===== src/rtl/twi_pkg.sv =====
package twi_pkg;
  localparam int DATA_W = 8;
  localparam int FLAG_DR = 0;
  localparam int FLAG_NM = 1;
  localparam int FLAG_ST = 2;
  localparam int FLAG_NA = 3;
  localparam int FLAG_BE = 4;
  localparam int FLAG_SS = 5;
  localparam int NUM_FLAGS = 6;

  typedef struct packed {
    logic load;
    logic shift;
  } dpStrobe_t;
endpackage


===== src/rtl/twi_datapath.sv =====
module twi_datapath
  import twi_pkg::*;
#(
  parameter int W = DATA_W
) (
  input  logic         clk,
  input  logic         rstN,
  input  dpStrobe_t    strobe,
  input  logic [W-1:0] loadData,
  input  logic         sdaIn,
  output logic [W-1:0] shData,
  output logic         sdaOut
);
  localparam int MSB = W - 1;

  always_ff @(posedge clk) begin
    if (!rstN)             shData <= '0;
    else if (strobe.load)  shData <= loadData;
    else if (strobe.shift) shData <= {shData[MSB-1:0], sdaIn};
  end

  assign sdaOut = shData[MSB];


  shift_in_lsb_chk: assert property (@(posedge clk) disable iff (!rstN)
    (strobe.shift && !strobe.load) |=> shData[0] == $past(sdaIn));


  shift_msb_first_chk: assert property (@(posedge clk) disable iff (!rstN)
    (strobe.shift && !strobe.load) |=> shData[MSB:1] == $past(shData[MSB-1:0]));
endmodule


===== src/rtl/twi_ctrl.sv =====
module twi_ctrl
  import twi_pkg::*;
#(
  parameter int W = DATA_W
) (
  input  logic         clk,
  input  logic         rstN,
  input  logic         enable,
  input  logic         isMaster,
  input  logic         isTransmit,
  input  logic         stallEn,
  input  logic         startCtl,
  input  logic         irqEn,
  input  logic         matchIrqEn,
  input  logic         startSeen,
  input  logic         stopSeen,
  input  logic         inByte,
  input  logic         bitStrobe,
  input  logic         ackStrobe,
  input  logic         ackVal,
  input  logic         addrPhase,
  input  logic         addrMatch,
  input  logic         gcMatch,
  input  logic         arbLost,
  input  logic         hostSel,
  input  logic         hostWr,
  input  logic         hostRd,
  input  logic [W-1:0] hostWdata,
  output dpStrobe_t    strobe,
  output logic [W-1:0] statusByte,
  output logic         holdScl,
  output logic         irq
);
  logic [NUM_FLAGS-1:0] flags, flagSet, flagClr;
  logic slvActive;
  logic berSet, drClr;

  assign strobe.load  = hostWr && !hostSel;
  assign strobe.shift = bitStrobe && enable;

  always_comb begin
    berSet = ((startSeen || stopSeen) && inByte) || arbLost;
    flagSet = '0;
    flagSet[FLAG_DR] = ackStrobe && !ackVal;
    flagSet[FLAG_NA] = ackStrobe && ackVal;
    flagSet[FLAG_BE] = berSet;
    flagSet[FLAG_ST] = ackStrobe && !ackVal && addrPhase && isMaster && stallEn && !berSet;
    flagSet[FLAG_NM] = ackStrobe && addrPhase && !isMaster && (addrMatch || gcMatch);
    flagSet[FLAG_SS] = stopSeen && (slvActive || flagSet[FLAG_NM]);
  end

  assign drClr = !hostSel && ((hostRd && !isTransmit && !startCtl) || (hostWr && isTransmit));

  always_comb begin
    flagClr = '0;
    for (int i = 1; i < NUM_FLAGS; i++) flagClr[i] = hostWr && hostSel && hostWdata[i];
    flagClr[FLAG_DR] = drClr;
  end

  always_ff @(posedge clk) begin
    if (!rstN || !enable) begin
      flags     <= '0;
      slvActive <= 1'b0;
    end else begin
      flags <= (flags & ~flagClr) | flagSet;
      if (flagSet[FLAG_NM])  slvActive <= 1'b1;
      else if (stopSeen)     slvActive <= 1'b0;
    end
  end

  always_comb begin
    statusByte = '0;
    statusByte[NUM_FLAGS-1:0] = flags;
  end

  assign holdScl = enable && (flags[FLAG_ST] || flags[FLAG_DR]);
  assign irq = (irqEn && flags[FLAG_ST]) || (matchIrqEn && flags[FLAG_NM]);


  disabled_clear_chk: assert property (@(posedge clk) disable iff (!rstN)
    !enable |=> statusByte == '0);


  w1c_zero_keeps_chk: assert property (@(posedge clk) disable iff (!rstN)
    (enable && flags[FLAG_BE] && hostWr && hostSel && !hostWdata[FLAG_BE]) |=> flags[FLAG_BE]);


  nack_no_ready_chk: assert property (@(posedge clk) disable iff (!rstN)
    (enable && ackStrobe && ackVal && !flags[FLAG_DR]) |=> !flags[FLAG_DR] && flags[FLAG_NA]);


  slave_no_stall_chk: assert property (@(posedge clk) disable iff (!rstN)
    (!isMaster && !flags[FLAG_ST]) |=> !flags[FLAG_ST]);


  match_set_wins_chk: assert property (@(posedge clk) disable iff (!rstN)
    (enable && ackStrobe && addrPhase && !isMaster && (addrMatch || gcMatch)) |=> flags[FLAG_NM]);


  start_hold_chk: assert property (@(posedge clk) disable iff (!rstN)
    (enable && flags[FLAG_DR] && startCtl && !isTransmit && !hostWr) |=> flags[FLAG_DR]);
endmodule


===== src/rtl/twi_event_ctrl.sv =====
module twi_event_ctrl
  import twi_pkg::*;
(
  input  logic                clk,
  input  logic                rstN,
  input  logic                enable,
  input  logic                isMaster,
  input  logic                isTransmit,
  input  logic                stallEn,
  input  logic                startCtl,
  input  logic                irqEn,
  input  logic                matchIrqEn,
  input  logic                startSeen,
  input  logic                stopSeen,
  input  logic                inByte,
  input  logic                bitStrobe,
  input  logic                sdaIn,
  input  logic                ackStrobe,
  input  logic                ackVal,
  input  logic                addrPhase,
  input  logic                addrMatch,
  input  logic                gcMatch,
  input  logic                arbLost,
  input  logic                hostSel,
  input  logic                hostWr,
  input  logic                hostRd,
  input  logic [DATA_W-1:0]   hostWdata,
  output logic [DATA_W-1:0]   hostRdata,
  output logic                sdaOut,
  output logic                holdScl,
  output logic                irq
);
  dpStrobe_t          strobe;
  logic [DATA_W-1:0]  shData;
  logic [DATA_W-1:0]  statusByte;

  twi_ctrl #(.W(DATA_W)) uCtrl (
    .clk(clk), .rstN(rstN), .enable(enable), .isMaster(isMaster),
    .isTransmit(isTransmit), .stallEn(stallEn), .startCtl(startCtl),
    .irqEn(irqEn), .matchIrqEn(matchIrqEn), .startSeen(startSeen),
    .stopSeen(stopSeen), .inByte(inByte), .bitStrobe(bitStrobe),
    .ackStrobe(ackStrobe), .ackVal(ackVal), .addrPhase(addrPhase),
    .addrMatch(addrMatch), .gcMatch(gcMatch), .arbLost(arbLost),
    .hostSel(hostSel), .hostWr(hostWr), .hostRd(hostRd), .hostWdata(hostWdata),
    .strobe(strobe), .statusByte(statusByte), .holdScl(holdScl), .irq(irq)
  );

  twi_datapath #(.W(DATA_W)) uData (
    .clk(clk), .rstN(rstN), .strobe(strobe), .loadData(hostWdata),
    .sdaIn(sdaIn), .shData(shData), .sdaOut(sdaOut)
  );

  assign hostRdata = hostSel ? statusByte : shData;


  irq_needs_flag_chk: assert property (@(posedge clk) disable iff (!rstN)
    irq |-> (hostSel ? hostRdata[2:1] != 2'b00 : 1'b1));
endmodule


===== config.mk =====
export PLATFORM = sky130hd
export DESIGN_NAME = twi_event_ctrl
export DESIGN_NICKNAME = d
export VERILOG_FILES = /design/src/rtl/twi_pkg.sv /design/src/rtl/twi_datapath.sv /design/src/rtl/twi_ctrl.sv /design/src/rtl/twi_event_ctrl.sv
export SDC_FILE = /design/constraint.sdc
export NUM_CORES = 1
export LEC_CHECK = 0
export BUFFER_PORTS_ARGS = -buffer_cell sky130_fd_sc_hd__buf_2
export CAP_MARGIN = 40
export CORE_UTILIZATION = 40
export DETAILED_ROUTE_END_ITERATION = 8
export PLACE_DENSITY_LB_ADDON = 0.08
export SETUP_SLACK_MARGIN = 0.05
export SYNTH_ARGS = -nofsm -noshare
export SYNTH_HDL_FRONTEND = slang
export SYNTH_SLANG_ARGS = --single-unit

===== constraint.sdc =====
create_clock -name clk -period 1.4 [get_ports clk]
set_input_delay 0.14 -clock clk [delete_from_list [all_inputs] [get_ports clk]]
set_output_delay 0.14 -clock clk [all_outputs]
set_load 0.01 [all_outputs]

==> results.yml, run 1 <==
die:
  core-area_um2: 1800
  rows: 15
  dieArea_um2: 2210
  fp.dieH_um: 47.0
  die_w_um: 47.0
  io_pins: 42
  start_util_pct: 44.9
clocking:
  clk_path_buf_depth: 2
  cts.sinks: 15
  clk_pin_slew_ns: 0.09
  postCtsSetupBuffers: 0
  root_buffer: "clkbuf_4"
  h-tree-depth: 1
  cts_tree: "built"
  clkLatencyLatePin_ns: 0.27
  cts-resized-gates: 0
  cts-buffers-inserted: 3
  cts_hold_buf: 0
sta:
  rsz0062_at_grt: "no"
  tns_ns: 0
  fmaxAchievable_mhz: 852
  fin_crit_ns: 1.17
  finalClockSkew_ns: 0.00144
  worst_slew_pin_slew_ns: 0.287
  slew_headroom_pct: 80.9
  finalMaxSlewViolations: 0
  worst_slack_ns: 0.226
  hold_viol_final: 0
  setup_viol_count_final: 0
  post-route-period-util_pct: 83.9
routing:
  wl_per_cell_um: 11.9
  ant_nets: 0
  via_count: 771
  dr.pass1.iters: 4
  vias_per_cell: 5.01
  drtIter0Drc: 11
  drc_errors: 0
  totalWireLength_um: 1840
final_layout:
  postLayoutCoreUtil_pct: 57.4
  regArea_um2: 300
  layout_commonest_cell: "buf_2"
  layout_common_cells: "buf_2, dfxtp_1, a21oi_1"
  fillers: 191
  n_antenna_cell: 0
  area_delta_synth_final_pct: 27.7
  drive_gt1_share_pct: 41.1
  finalNetCount: 161
  multi_input_area_um2: 467
power:
  power_frac_seq_pct: 52.7
  p_sw_share_pct: 26.7
  p_int_w: 0.000646
  leakagePower_nw: 0.509
  clock_power_share_pct: 27.9
  switching_power_w: 0.000236
  peakVddDrop_uv: 499
  comb_power_share_pct: 19.4
  powerDensity_nw_per_um2: 853
worst_setup_path:
  r2r-start: "uData.shData[0]$_SDFFE_PN0P_"
  slowest_stage: "dfxtp_1"
  crit_chain: "mux2_2, buf_2"
  arrival_ns: 1.03
  crit_path_start: "uCtrl.flags[2]$_SDFF_PP0_"
  critPathMaxStageDelay_ns: 0.35
  cp-start-kind: "flip-flop"
  critPathMaxFanout: 4
  path_class: "reg2out"
  crit_required_ns: 1.26
  path_buf_inv: 1
  critPathCaptureType: "output port"
  critPathTopFamily: "flip-flops"
global_route:
  grt_antenna_before_repair: 0
  grt_pass1_vias: 665
  grt.overflow.total: 0
  grt_max_degree: 17
  grt_pass1_wl_um: 2860
  track_usage_pct: 18.4
synthesis:
  synth.distinct_cells: 30
  synth_top_area_cell: "dfxtp_1"
  synth_top_area_share_pct: 37.1
  syn-instance-count: 88
  synth_seq_cells: 15
  ys_seq_area_share_pct: 37.1
  async_flop_share_pct: 0
  ys_top_cells_by_area: "dfxtp_1, mux2i_1, a21oi_1"
  syn_avg_cell_area_um2: 9.20
  synth_edf_count: 0
  synth_warnings: 0
  syn-cell-area_um2: 810
  synth_top_flop_cell: "dfxtp_1"
  syn-num-nets: 119
min_path:
  worstHoldStart: "arbLost"
  hp-class: "in2reg"
placed_design:
  place.detailed.hpwl_um: 1460
  place.gp.congestion: 0.732
  place_ws_ns: 0.348
  io_buffers: 41
status:
  status: "finished, final reports clean"
run:
  maxCapViolations: 0
[final cells by class]
cell class / count / share of cell area [%]
inverters: 1 / 0.363
multi-input cells: 68 / 45.2
clock buffers: 4 / 2.54
repair buffers: 41 / 19.9
well taps: 25 / 3.03
flip-flops and latches: 15 / 29.1
[logic make-up (layout without fill, tap and decap cells)]
logic type | after synthesis | in the layout | share of synthesized area (%)
AOI/OAI and AO/OA | 26 | 26 | 19.2
and+or+nand+nor | 28 | 28 | 20.2
muxes | 14 | 14 | 18.2
buffers and inverters | 5 | 46 | 5.25
DFF | 15 | 15 | 37.1
[registers in the layout, indices dropped and copies added (netlist names)]
signal and count:
uData.shData 8, uCtrl.slvActive 1, uCtrl.flags 6
[synthesized netlist by cell type (2+ instances only)]
master	count
a21oi_1	11
buf_4	2
dfxtp_1	15
mux2_1	2
mux2_2	4
mux2i_1	8
nand2_1	6
nand3_1	6
nand4_1	2
nor2_1	3
nor2b_1	3
o21ai_0	7
o21ai_1	2
[through the flow]
| step | cells | total power, W | hold WS [ns] | cell area [um2] |
|---|---|---|---|---|
| 4_1_cts | 154 | 0.000889 | 0.112 | 1030 |
| 6_report | 154 | 0.000882 | 0.115 | 1030 |
| 2_1_floorplan | 88 | 0.000575 | 0.301 | 810 |
| 3_5_place_dp | 150 | 0.000647 | 0.407 | 1010 |
| 5_1_grt | 154 | 0.000932 | 0.117 | 1030 |
| 3_3_place_gp | 150 | 0.000643 | 0.403 | 1010 |
[power by group through the flow]
| stage | sequential (W) | combinational (W) | clock (W) |
|---|---|---|---|
| finish | 0.000465 | 0.000171 | 0.000246 |
| global route | 0.000467 | 0.000190 | 0.000275 |
| CTS | 0.000465 | 0.000173 | 0.000252 |
| detailed placement | 0.000475 | 0.000172 | 0 |
| global placement | 0.000474 | 0.000169 | 0 |
| floorplan | 0.000470 | 0.000105 | 0 |
[final timing paths]
path | end | slack, ns | cells after the start
setup reg to reg | uData.shData[1]$_SDFFE_PN0P_ | 0.73 | 2
hold reg to reg | uCtrl.slvActive$_SDFFE_PP0P_ | 0.48 | 2
hold / removal | uCtrl.flags[4]$_SDFF_PP0_ | 0.12 | 3
setup / recovery | hostRdata[2] | 0.23 | 2
[metal layers]
layer	part of all wire, %	GRT usage, %	up-vias
met5	0	0	-
met4	0.65	6.86	0
met3	5.4	3.85	2
met2	46	30.0	27
met1	48	23.9	336
li1	-	-	406
[worst reg2reg max path, stage by stage (launching register included)]
cell and delay [ns]:
dfxtp_1 0.38, mux2i_1 0.08, a21oi_1 0.14
(Power assumes the default switching activity.)
==> run 2, diff against run 1 <==
--- a/config.mk
+++ b/config.mk
@@ -7,7 +7,7 @@
 export LEC_CHECK = 0
 export BUFFER_PORTS_ARGS = -buffer_cell sky130_fd_sc_hd__buf_2
 export CAP_MARGIN = 40
-export CORE_UTILIZATION = 40
+export CORE_UTILIZATION = 39
 export DETAILED_ROUTE_END_ITERATION = 8
 export PLACE_DENSITY_LB_ADDON = 0.08
 export SETUP_SLACK_MARGIN = 0.05
==> constraint.sdc (replaced) <==
create_clock -name clk -period 1.05 [get_ports clk]
set_input_delay 0.105 -clock clk [delete_from_list [all_inputs] [get_ports clk]]
set_output_delay 0.105 -clock clk [all_outputs]
set_load 0.01 [all_outputs]
==> results.yml, run 2 (synthesized netlist as in run 1, its figures left out) <==
sta:
  worst_slew_pin_slew_ns: 0.307
  post-route-period-util_pct: 107
  worst_slack_ns: -0.0736
  setup_viol_count_final: 8
  rsz0062_at_grt: "yes"
  hold_viol_final: 0
  slew_headroom_pct: 79.5
  finalClockSkew_ns: 0.000236
  finalMaxSlewViolations: 0
  fmaxAchievable_mhz: 890
  hold_ws_ns: 0.0812
  fin_crit_ns: 1.12
routing:
  drc_errors: 0
  wl_per_cell_um: 12.1
  drtIter0Drc: 10
  vias_per_cell: 5.06
  totalWireLength_um: 1920
  via_count: 805
  dr.pass1.iters: 4
  ant_nets: 0
worst_setup_path:
  cp-start-kind: "flip-flop"
  critPathMaxStageDelay_ns: 0.35
  crit_required_ns: 0.94
  r2r-start: "uData.shData[5]$_SDFFE_PN0P_"
  slowest_stage: "dfxtp_2"
  r2r_setup_slack_ns: 0.28
  crit_chain: "mux2_4, buf_6"
  path_class: "reg2out"
  r2r_end: "uData.shData[5]$_SDFFE_PN0P_"
  rr_worst_depth: 3
  critPathMaxFanout: 4
  arrival_ns: 1.02
  critPathCaptureType: "output port"
  crit_path_start: "uCtrl.flags[2]$_SDFF_PP0_"
global_route:
  track_usage_pct: 18.2
  grt.overflow.total: 0
  grt_pass1_wl_um: 2790
  grt_max_degree: 17
  grt_antenna_before_repair: 0
  grt_pass1_vias: 661
placed_design:
  place.gp.congestion: 0.699
  place.detailed.hpwl_um: 1470
  io_buffers: 41
  place_ws_ns: 0.0393
die:
  dieArea_um2: 2260
  die_w_um: 47.6
  io_pins: 42
  core-area_um2: 1960
  fp.dieH_um: 47.6
  rows: 16
  start_util_pct: 41.3
clocking:
  cts_hold_buf: 0
  clkLatencyLatePin_ns: 0.28
  cts.sinks: 15
  clk_pin_slew_ns: 0.09
  h-tree-depth: 1
  root_buffer: "clkbuf_4"
  cts_tree: "built"
  cts-buffers-inserted: 3
  clk_path_buf_depth: 2
final_layout:
  top_regs: "uData.shData (8), uCtrl.flags (6), uCtrl.slvActive (1)"
  finalNetCount: 164
  layout_common_cells: "buf_2, dfxtp_2, a21oi_1"
  largest_register: "uData.shData"
  n_antenna_cell: 0
  area_delta_synth_final_pct: 39.1
  layout_commonest_cell: "buf_2"
  drive_gt1_share_pct: 53.0
  largest_reg_flops: 8
power:
  switching_power_w: 0.000327
  p_sw_share_pct: 26.7
  powerDensity_nw_per_um2: 1090
  comb_power_share_pct: 21.8
  power_frac_seq_pct: 50.9
  p_int_w: 0.000897
  leakagePower_nw: 0.544
  peakVddDrop_uv: 708
  clock_power_share_pct: 27.2
run:
  maxCapViolations: 0
min_path:
  worstHoldStart: "arbLost"
  holdPathStages: 3
  hold-path-endpoint: "uCtrl.flags[4]$_SDFF_PP0_"
  hp-class: "in2reg"
status:
  failed_checks: "setup timing"
  status: "finished, violations left"
## run 2: critical path, delay by kind of cell (launching register included)
kind                   cells  cell delay, ns
flip-flops                 1            0.35
multiplexers               1            0.26
buffers and inverters      1            0.12
## run 2: worst max-delay path by stage
stage / depth (start not counted) / slack (ns) / endpoint
after floorplan: 3 / 0.18 / uCtrl.flags[0]$_SDFF_PP0_
after global placement: 4 / 0.07 / uCtrl.flags[0]$_SDFF_PP0_
after detailed placement: 4 / 0.04 / uCtrl.flags[0]$_SDFF_PP0_
after CTS: 2 / -0.09 / hostRdata[2]
after global routing: 2 / -0.11 / hostRdata[2]
final: 2 / -0.07 / hostRdata[2]
## run 2: repair_timing
item / CTS / global route
buffers inserted: 2 / 0
setup endpoints to repair: 9 / 10
resized for setup: 20 / 2
## run 2: layout make-up
cell class,instances,area [um2]
fill,213,836
multi-input combinational,68,482
sequential,15,315
timing repair buffer,44,265
tap,27,33.8
clock buffer,4,26.3
inverter,1,3.75
## run 2: power by group through the flow
stage	clock network [W]	registers (W)	logic, W
after floorplan	0	0.000627	0.000140
after global routing	0.000372	0.000628	0.000296
after global placement	0	0.000632	0.000229
final	0.000334	0.000624	0.000268
after CTS	0.000352	0.000622	0.000270
after detailed placement	0	0.000632	0.000233
## run 2: metrics by stage
step / setup TNS (ns) / std cells / power, W / utilization [%] / cell area [um2]
2_1_floorplan: 0 / 88 / 0.000767 / - / 810
3_3_place_gp: 0 / 153 / 0.000861 / 51.8 / 1020
3_5_place_dp: 0 / 153 / 0.000866 / 51.8 / 1020
4_1_cts: -0.513 / 159 / 0.00124 / 57.3 / 1120
5_1_grt: -0.736 / 159 / 0.00130 / 57.4 / 1130
6_report: -0.413 / 159 / 0.00122 / 57.4 / 1130
## run 2: routing by layer
metal / global-route usage (%) / vias up / wire length [um]
met3: 7.17 / 2 / 168
met5: 0 / - / 0
li1: - / 412 / -
met2: 29.3 / 35 / 860
met4: 5.00 / 0 / 11
met1: 22.6 / 356 / 881
